<file path="src/rtl/qmf_pkg.sv">
package qmf_pkg;

    localparam int PIPE_LAT = 5;

    typedef enum logic [1:0] {
        LD_IDLE,
        LD_SHIFT,
        LD_WRITE
    } ld_state_e;

    typedef enum logic {
        PF_FILL,
        PF_RUN
    } pf_state_e;

endpackage

</file>
<file path="src/rtl/qmf_coef_loader.sv">
module qmf_coef_loader
    import qmf_pkg::*;
#(
    parameter int TAPS   = 4,
    parameter int COEF_W = 11,
    parameter int ADDR_W = 5
) (
    input  logic              clk,
    input  logic              rst_n,
    input  logic              ser_clk,
    input  logic              ser_dat,
    input  logic              ser_en,
    input  logic [ADDR_W-1:0] ser_addr,
    input  logic [TAPS-1:0]   ser_mask,
    output logic              wr_en,
    output logic [ADDR_W-1:0] wr_addr,
    output logic [TAPS-1:0]   wr_mask,
    output logic [COEF_W-1:0] wr_word
);

    localparam int SYNC_D = 3;

    logic [SYNC_D-1:0] sclk_sync;
    logic [SYNC_D-1:0] en_sync;
    logic [1:0]        dat_sync;
    logic              sclk_rise;
    logic              en_now;
    logic              dat_bit;
    ld_state_e         state;
    ld_state_e         nxt;

    // two-flop synchronisers plus one history flop for edge detection
    always_ff @(posedge clk or negedge rst_n) begin
        if (!rst_n) begin
            sclk_sync <= '0;
            en_sync   <= '0;
            dat_sync  <= '0;
        end else begin
            sclk_sync <= {sclk_sync[SYNC_D-2:0], ser_clk};
            en_sync   <= {en_sync[SYNC_D-2:0], ser_en};
            dat_sync  <= {dat_sync[0], ser_dat};
        end
    end

    assign sclk_rise = sclk_sync[1] & ~sclk_sync[2];
    assign en_now    = en_sync[1];
    assign dat_bit   = dat_sync[1];

    // state register
    always_ff @(posedge clk or negedge rst_n) begin
        if (!rst_n) state <= LD_IDLE;
        else        state <= nxt;
    end

    // next state
    always_comb begin
        nxt = state;
        unique case (state)
            LD_IDLE:  if (en_now)  nxt = LD_SHIFT;
            LD_SHIFT: if (!en_now) nxt = LD_WRITE;
            LD_WRITE: nxt = LD_IDLE;
            default:  nxt = LD_IDLE;
        endcase
    end

    // shift register and write target
    always_ff @(posedge clk or negedge rst_n) begin
        if (!rst_n) begin
            wr_word <= '0;
            wr_addr <= '0;
            wr_mask <= '0;
        end else begin
            unique case (state)
                LD_IDLE: begin
                    if (en_now) wr_word <= '0;
                end
                LD_SHIFT: begin
                    if (!en_now) begin
                        wr_addr <= ser_addr;
                        wr_mask <= ser_mask;
                    end else if (sclk_rise) begin
                        wr_word <= {wr_word[COEF_W-2:0], dat_bit};
                    end
                end
                default: begin
                end
            endcase
        end
    end

    // outputs
    always_comb begin
        wr_en = (state == LD_WRITE);
    end

endmodule

</file>
<file path="src/rtl/qmf_coef_bank.sv">
module qmf_coef_bank #(
    parameter int DEPTH  = 32,
    parameter int WIDTH  = 11,
    parameter int ADDR_W = 5
) (
    input  logic              clk,
    input  logic              rst_n,
    input  logic              wr_en,
    input  logic [ADDR_W-1:0] wr_addr,
    input  logic [WIDTH-1:0]  wr_data,
    input  logic [ADDR_W-1:0] rd_addr,
    output logic [WIDTH-1:0]  rd_data
);

    logic [WIDTH-1:0] mem [DEPTH];

    always_ff @(posedge clk or negedge rst_n) begin
        if (!rst_n) begin
            for (int i = 0; i < DEPTH; i++) mem[i] <= '0;
        end else if (wr_en) begin
            mem[wr_addr] <= wr_data;
        end
    end

    assign rd_data = mem[rd_addr];

endmodule

</file>
<file path="src/rtl/qmf_mac_pipe.sv">
module qmf_mac_pipe
    import qmf_pkg::*;
#(
    parameter int TAPS       = 4,
    parameter int DATA_W     = 10,
    parameter int COEF_W     = 11,
    parameter int ADDR_W     = 5,
    parameter int ACC_W      = 25,
    parameter int OUT_W      = 16,
    parameter int FRAC_SHIFT = 9
) (
    input  logic                     clk,
    input  logic                     rst_n,
    input  logic [TAPS*DATA_W-1:0]   din,
    input  logic [ADDR_W-1:0]        set_sel,
    input  logic                     acc_add,
    input  logic                     frac_sel,
    input  logic                     hold,
    input  logic [TAPS*COEF_W-1:0]   coef_flat,
    output logic [ADDR_W-1:0]        rd_addr,
    output logic [OUT_W-1:0]         out_q,
    output logic                     hold_al,
    output logic                     run
);

    localparam int PROD_W = DATA_W + COEF_W;
    localparam int CNT_W  = $clog2(PIPE_LAT + 1);
    localparam logic [CNT_W-1:0] CNT_LAST = CNT_W'(PIPE_LAT - 1);
    localparam logic signed [ACC_W:0] HALF   = (ACC_W+1)'(1) << (FRAC_SHIFT - 1);
    localparam logic signed [ACC_W:0] SAT_HI = (ACC_W+1)'((1 << (OUT_W - 1)) - 1);
    localparam logic signed [ACC_W:0] SAT_LO = -SAT_HI - (ACC_W+1)'(1);

    logic signed [DATA_W-1:0] d_s1   [TAPS];
    logic signed [COEF_W-1:0] coef   [TAPS];
    logic signed [PROD_W-1:0] prod_s2[TAPS];
    logic signed [ACC_W-1:0]  sum_c;
    logic signed [ACC_W-1:0]  sum_s3;
    logic signed [ACC_W-1:0]  acc_s4;
    logic [ADDR_W-1:0]        addr_s1;
    logic mode_s1, mode_s2, mode_s3;
    logic frac_s1, frac_s2, frac_s3, frac_s4;
    logic hold_s1, hold_s2, hold_s3, hold_s4;
    pf_state_e                state;
    pf_state_e                nxt;
    logic [CNT_W-1:0]         fill_cnt;

    function automatic logic [OUT_W-1:0] round_sat(input logic signed [ACC_W-1:0] a,
                                                   input logic frac);
        logic signed [ACC_W:0] ext;
        logic signed [ACC_W:0] t;
        ext = {a[ACC_W-1], a};
        if (frac) t = (ext + HALF) >>> FRAC_SHIFT;
        else      t = ext;
        if (t > SAT_HI)      return SAT_HI[OUT_W-1:0];
        else if (t < SAT_LO) return SAT_LO[OUT_W-1:0];
        else                 return t[OUT_W-1:0];
    endfunction

    for (genvar k = 0; k < TAPS; k++) begin : g_coef
        assign coef[k] = coef_flat[k*COEF_W +: COEF_W];
    end

    always_comb begin
        sum_c = '0;
        for (int k = 0; k < TAPS; k++) begin
            sum_c = sum_c + {{(ACC_W-PROD_W){prod_s2[k][PROD_W-1]}}, prod_s2[k]};
        end
    end

    // five register stages: capture, multiply, sum, accumulate, output
    always_ff @(posedge clk or negedge rst_n) begin
        if (!rst_n) begin
            for (int k = 0; k < TAPS; k++) begin
                d_s1[k]    <= '0;
                prod_s2[k] <= '0;
            end
            addr_s1 <= '0;
            {mode_s1, mode_s2, mode_s3} <= '0;
            {frac_s1, frac_s2, frac_s3, frac_s4} <= '0;
            {hold_s1, hold_s2, hold_s3, hold_s4} <= '0;
            sum_s3 <= '0;
            acc_s4 <= '0;
            out_q  <= '0;
        end else begin
            for (int k = 0; k < TAPS; k++) begin
                d_s1[k]    <= din[k*DATA_W +: DATA_W];
                prod_s2[k] <= d_s1[k] * coef[k];
            end
            addr_s1 <= set_sel;
            mode_s1 <= acc_add;
            frac_s1 <= frac_sel;
            hold_s1 <= hold;
            mode_s2 <= mode_s1;
            frac_s2 <= frac_s1;
            hold_s2 <= hold_s1;
            sum_s3  <= sum_c;
            mode_s3 <= mode_s2;
            frac_s3 <= frac_s2;
            hold_s3 <= hold_s2;
            acc_s4  <= mode_s3 ? acc_s4 + sum_s3 : sum_s3;
            frac_s4 <= frac_s3;
            hold_s4 <= hold_s3;
            if (!hold_s4) out_q <= round_sat(acc_s4, frac_s4);
        end
    end

    assign rd_addr = addr_s1;
    assign hold_al = hold_s4;

    // pipeline fill tracker: state register
    always_ff @(posedge clk or negedge rst_n) begin
        if (!rst_n) begin
            state    <= PF_FILL;
            fill_cnt <= '0;
        end else begin
            state <= nxt;
            if (state == PF_FILL) fill_cnt <= fill_cnt + CNT_W'(1);
        end
    end

    always_comb begin
        nxt = state;
        unique case (state)
            PF_FILL: if (fill_cnt == CNT_LAST) nxt = PF_RUN;
            PF_RUN:  nxt = PF_RUN;
            default: nxt = PF_FILL;
        endcase
    end

    always_comb begin
        run = (state == PF_RUN);
    end

endmodule

</file>
<file path="src/rtl/quad_mac_filter.sv">
module quad_mac_filter
    import qmf_pkg::*;
#(
    parameter int TAPS       = 4,
    parameter int DATA_W     = 10,
    parameter int COEF_W     = 11,
    parameter int SETS       = 32,
    parameter int ACC_W      = 25,
    parameter int OUT_W      = 16,
    parameter int FRAC_SHIFT = 9,
    localparam int ADDR_W    = $clog2(SETS)
) (
    input  logic                   clk,
    input  logic                   rst_n,
    input  logic [TAPS*DATA_W-1:0] din,
    input  logic [ADDR_W-1:0]      set_sel,
    input  logic                   acc_add,
    input  logic                   frac_sel,
    input  logic                   hold,
    input  logic                   out_en,
    input  logic                   ser_clk,
    input  logic                   ser_dat,
    input  logic                   ser_en,
    input  logic [ADDR_W-1:0]      ser_addr,
    input  logic [TAPS-1:0]        ser_mask,
    output logic [OUT_W-1:0]       result,
    output logic                   result_valid
);

    logic                   wr_en;
    logic [ADDR_W-1:0]      wr_addr;
    logic [TAPS-1:0]        wr_mask;
    logic [COEF_W-1:0]      wr_word;
    logic [ADDR_W-1:0]      rd_addr;
    logic [TAPS*COEF_W-1:0] coef_flat;
    logic [OUT_W-1:0]       out_q;
    logic                   hold_al;
    logic                   pipe_run;

    qmf_coef_loader #(
        .TAPS   (TAPS),
        .COEF_W (COEF_W),
        .ADDR_W (ADDR_W)
    ) i_loader (
        .clk      (clk),
        .rst_n    (rst_n),
        .ser_clk  (ser_clk),
        .ser_dat  (ser_dat),
        .ser_en   (ser_en),
        .ser_addr (ser_addr),
        .ser_mask (ser_mask),
        .wr_en    (wr_en),
        .wr_addr  (wr_addr),
        .wr_mask  (wr_mask),
        .wr_word  (wr_word)
    );

    for (genvar k = 0; k < TAPS; k++) begin : g_bank
        qmf_coef_bank #(
            .DEPTH  (SETS),
            .WIDTH  (COEF_W),
            .ADDR_W (ADDR_W)
        ) i_bank (
            .clk     (clk),
            .rst_n   (rst_n),
            .wr_en   (wr_en & wr_mask[k]),
            .wr_addr (wr_addr),
            .wr_data (wr_word),
            .rd_addr (rd_addr),
            .rd_data (coef_flat[k*COEF_W +: COEF_W])
        );
    end

    qmf_mac_pipe #(
        .TAPS       (TAPS),
        .DATA_W     (DATA_W),
        .COEF_W     (COEF_W),
        .ADDR_W     (ADDR_W),
        .ACC_W      (ACC_W),
        .OUT_W      (OUT_W),
        .FRAC_SHIFT (FRAC_SHIFT)
    ) i_pipe (
        .clk       (clk),
        .rst_n     (rst_n),
        .din       (din),
        .set_sel   (set_sel),
        .acc_add   (acc_add),
        .frac_sel  (frac_sel),
        .hold      (hold),
        .coef_flat (coef_flat),
        .rd_addr   (rd_addr),
        .out_q     (out_q),
        .hold_al   (hold_al),
        .run       (pipe_run)
    );

    assign result       = out_en ? out_q : '0;
    assign result_valid = out_en & pipe_run;

endmodule

</file>
<file path="config.mk">
export PLATFORM = sky130hd
export DESIGN_NAME = quad_mac_filter
export DESIGN_NICKNAME = d
export VERILOG_FILES = /design/src/rtl/qmf_pkg.sv /design/src/rtl/qmf_coef_loader.sv /design/src/rtl/qmf_coef_bank.sv /design/src/rtl/qmf_mac_pipe.sv /design/src/rtl/quad_mac_filter.sv
export SDC_FILE = /design/constraint.sdc
export NUM_CORES = 2
export LEC_CHECK = 0
export BUFFER_PORTS_ARGS = -buffer_cell sky130_fd_sc_hd__buf_2
export CAP_MARGIN = 20
export CORE_MARGIN = 2
export CORE_UTILIZATION = 52
export CTS_CLUSTER_SIZE = 10
export DETAILED_ROUTE_END_ITERATION = 8
export HOLD_SLACK_MARGIN = 0.12
export PLACE_DENSITY = 0.81
export SLEW_MARGIN = 20
export SYNTH_ARGS = -nofsm -noshare
export SYNTH_HDL_FRONTEND = slang
export SYNTH_SLANG_ARGS = --single-unit
export TNS_END_PERCENT = 10
</file>
<file path="constraint.sdc">
create_clock -name clk -period 7.1 [get_ports clk]
set_clock_uncertainty 0.05 [all_clocks]
set_input_delay 1.42 -clock clk [delete_from_list [all_inputs] [get_ports clk]]
set_output_delay 1.42 -clock clk [all_outputs]
set_load 0.005 [all_outputs]
</file>
==> metrics.txt <==
Final ANT Viol Nets=0; Hold Path Origin=i_loader.sclk_sync[0]$_DFF_PN0_; Area growth syn-to-layout=11.6%; GRT Util Overall=approximately a quarter; part of the cycle the worst path needs=101%; Post-Syn Nets=7556; Die Height=approximately 430 um; Hold Path Class=reg -> reg; mux share of post-synthesis cell area=just under 30%; Least-Margin Pin Slew=approximately 1200 ps; Synth Area in Adders=between 10% and 20%; Setup Crit Path Kind=reg -> reg; CTS tree=done; Final WS setup=-70.7 ps; Cell Pwr Density=between 200 and 250 nW/um2; Mapped Cells=approximately 6800; vias in the first global route=a little over 60000; Critical Path RT=between 7000 and 8000 ps; RD Place Congestion=approximately 0.9; worst rel slew slack=between 10% and 20%; # DRC=0; # setup viols final=1; CTS hold repair buffers=0; initial antenna violation count=2; crit path time final=just over 7000 ps; via count=approximately 56000; row count=154; Worst EP arrival=7840 ps; Synth Area in Simple Gates=5.01%; failing checks=setup timing; Crit-path slowest cell=mux4_2; initial core utilization=52.4%; status=finished, violations left; Crit. End Element=register; Clock Root Buffer=clkbuf_16; overall routed net length=between 200 and 250 mm; post-synthesis xor/xnor area fraction=roughly 1.5%; fmax=about 140 MHz; max-cap violation count=0; Layout Utilization=roughly three fifths; fillcell total=between 10000 and 15000; Max Slew Vio Count=0; Seq/Total Area, Yosys=around 45%; Lkg Pwr=50.5 nW; H-Tree Depth=4; port buffer count=79; number of synthesized register bits=approximately 1600; final hold vios=0; Distinct cells, synth=around 70; layout net count=7680; ys flop type=dfrtp_1; GRT Residual Overflow=0; Startpoint Class=register; CP startpoint=i_pipe.rd_addr[0]$_DFF_PN0_; dpl ws=-109 ps; layout cell share with drive strength beyond 1=38.1%; TritonRoute pass-1 iters=7; Worst VDD drop=between 0.2 and 0.25 mV; synthesis warning total=0; Die ar.=181000 um2; pin count of the biggest net entering global routing=155; Async S/R FF share, synth=100%; largest family of logic cells by synthesized area=multiplexers; Compound-Gate Fraction of Synth Area=under 10%; Post-synth EDFFs=0; I/O pin cnt=80; worst r2r src=i_pipe.rd_addr[0]$_DFF_PN0_; mapped cell area=a little over 90000 um2; routed len/inst=~24 um; slowest stage delay, CP=about 540 ps; Syn Area/Cell=13.6 um2; crit-path max FO=8; DP HPWL=approximately 150 mm; die width=between 400 and 500 um; via/cell ratio=about 6.0; RSZ-0062 raised after global routing=true; FF+latch area=just over 40000 um2; CTS buffer count=189; clk_lat worst skew=850 ps; Clock Sinks=1647; crit-path most repeated cell=fa_1; area taken by multi-input logic gates=47400 um2; core area=between 150000 and 200000 um2; global-route wire length before repair=around 350 mm; CTS Buffer Depth=3; non-filler instance count after layout=about 9300; Clock transition at path regs=around 60 ps; # placed instances=around 9000; initial drt markers=a little over 4000
==> worst paths after layout <==
path	end	slack [ps]	cells past startpoint
hold reg to reg	i_loader.sclk_sync[1]$_DFF_PN0_	290	0
setup reg to reg	i_pipe.prod_s2[83]$_DFF_PN0_	-70	26
hold / removal	i_loader.sclk_sync[1]$_DFF_PN0_	290	0
min in group asynchronous	i_pipe.d_s1[1]$_DFF_PN0_	510	1
setup / recovery	i_pipe.prod_s2[83]$_DFF_PN0_	-70	26
max in group asynchronous	g_bank[2].i_bank.mem[295]$_DFFE_PN0P_	4500	3
==> per-layer routing <==
layer	track usage [%]	share of wire, %
met1	32.7	40
met2	42.4	50
met3	4.27	6.0
met4	11.1	4.7
met5	0	0
==> flip-flops by register name, indices dropped and copies added (netlist names), 4 cells and up <==
name	cells
i_pipe.prod_s2	84
i_loader.wr_word	11
i_loader.wr_addr	5
i_pipe.sum_s3	25
i_pipe.d_s1	40
i_pipe.rd_addr	5
i_loader.wr_mask	4
i_pipe.acc_s4	25
g_bank.i_bank.mem	1408
i_pipe.out_q	16
==> where the power goes <==
part | switching, mW | leakage, nW | internal, mW
combinational | 1.53 | 25.3 | 1.16
sequential | 0.339 | 22.6 | 9.67
clock | 3.83 | 2.58 | 4.94
==> stage by stage <==
stage | total power [mW] | area (um2) | TNS [ps] | hold slack, ps
floorplan | 11.9 | 92300 | 0 | 281
global placement | 12.7 | 96100 | 0 | 283
detailed placement | 12.8 | 96200 | -167 | 286
CTS | 21.5 | 102000 | -51.6 | 298
global route | 22.3 | 103000 | -1320 | 303
finish | 21.5 | 103000 | -70.7 | 295
==> cell usage in the layout (no fill, tap or decap), types with 113 or more instances in the layout <==
cell type / count
dfrtp_1: 1631
mux2_2: 1436
inv_1: 644
mux4_2: 440
fa_1: 409
nand2_1: 306
ha_1: 267
buf_4: 232
clkbuf_16: 196
nor2_1: 140
nor2b_1: 130
xnor2_1: 113
==> layout make-up <==
type	count	share of cell area, %
multi-input cells	4047	46.0
clock inverters	23	0.417
diodes	2	0.00486
repair buffers	386	3.55
well taps	2340	2.84
inverters	651	2.37
flip-flops and latches	1647	40.1
clock buffers	217	4.77
==> kinds of logic after synthesis <==
group	count (synthesis)
AO/OA/AOI/OAI	341
XOR/XNOR	158
adder cells (fa/ha/maj)	695
buffers and inverters	1105
flip-flops	1647
multiplexers	1917
AND/OR/NAND/NOR	935
==> synthesized netlist by cell type, types with 18 or more instances <==
master       n  area [um2]
xor2_1      40         350
or3_1       18         113
mux2_2    1455       16400
and2_1     111         694
o21ai_0     68         340
dfrtp_1   1647       41200
nand2_1    311        1170
a21oi_1    105         526
mux4_2     440        9910
buf_2       30         150
nor3_1      32         160
xnor2_1    118        1030
o21a_1      20         150
nand3_1     26         130
inv_1      650        2440
buf_1       97         364
mux2i_4     20         450
nor2_1     171         642
clkbuf_1   312        1170
nand2b_1    85         532
nor2b_1    131         820
fa_1       421        8430
ha_1       274        3430
a21o_1      31         233
==> critical path: cells and delay by family (launching register included) <==
| family | cells | cell delay, ps |
|---|---|---|
| flops | 1 | 510 |
| mux | 3 | 1420 |
| buf+inv | 8 | 920 |
| simple gates | 2 | 190 |
| compound gates | 7 | 1370 |
| fa+ha+maj | 6 | 2560 |
==> what timing repair did <==
action | CTS | global route
pin swaps | 1 | 32
buffers inserted | 5 | 62
resized for setup | 16 | 120
cloned | 3 | 7
setup endpoints to repair | 8 | 24
(Power assumes the default switching activity.)
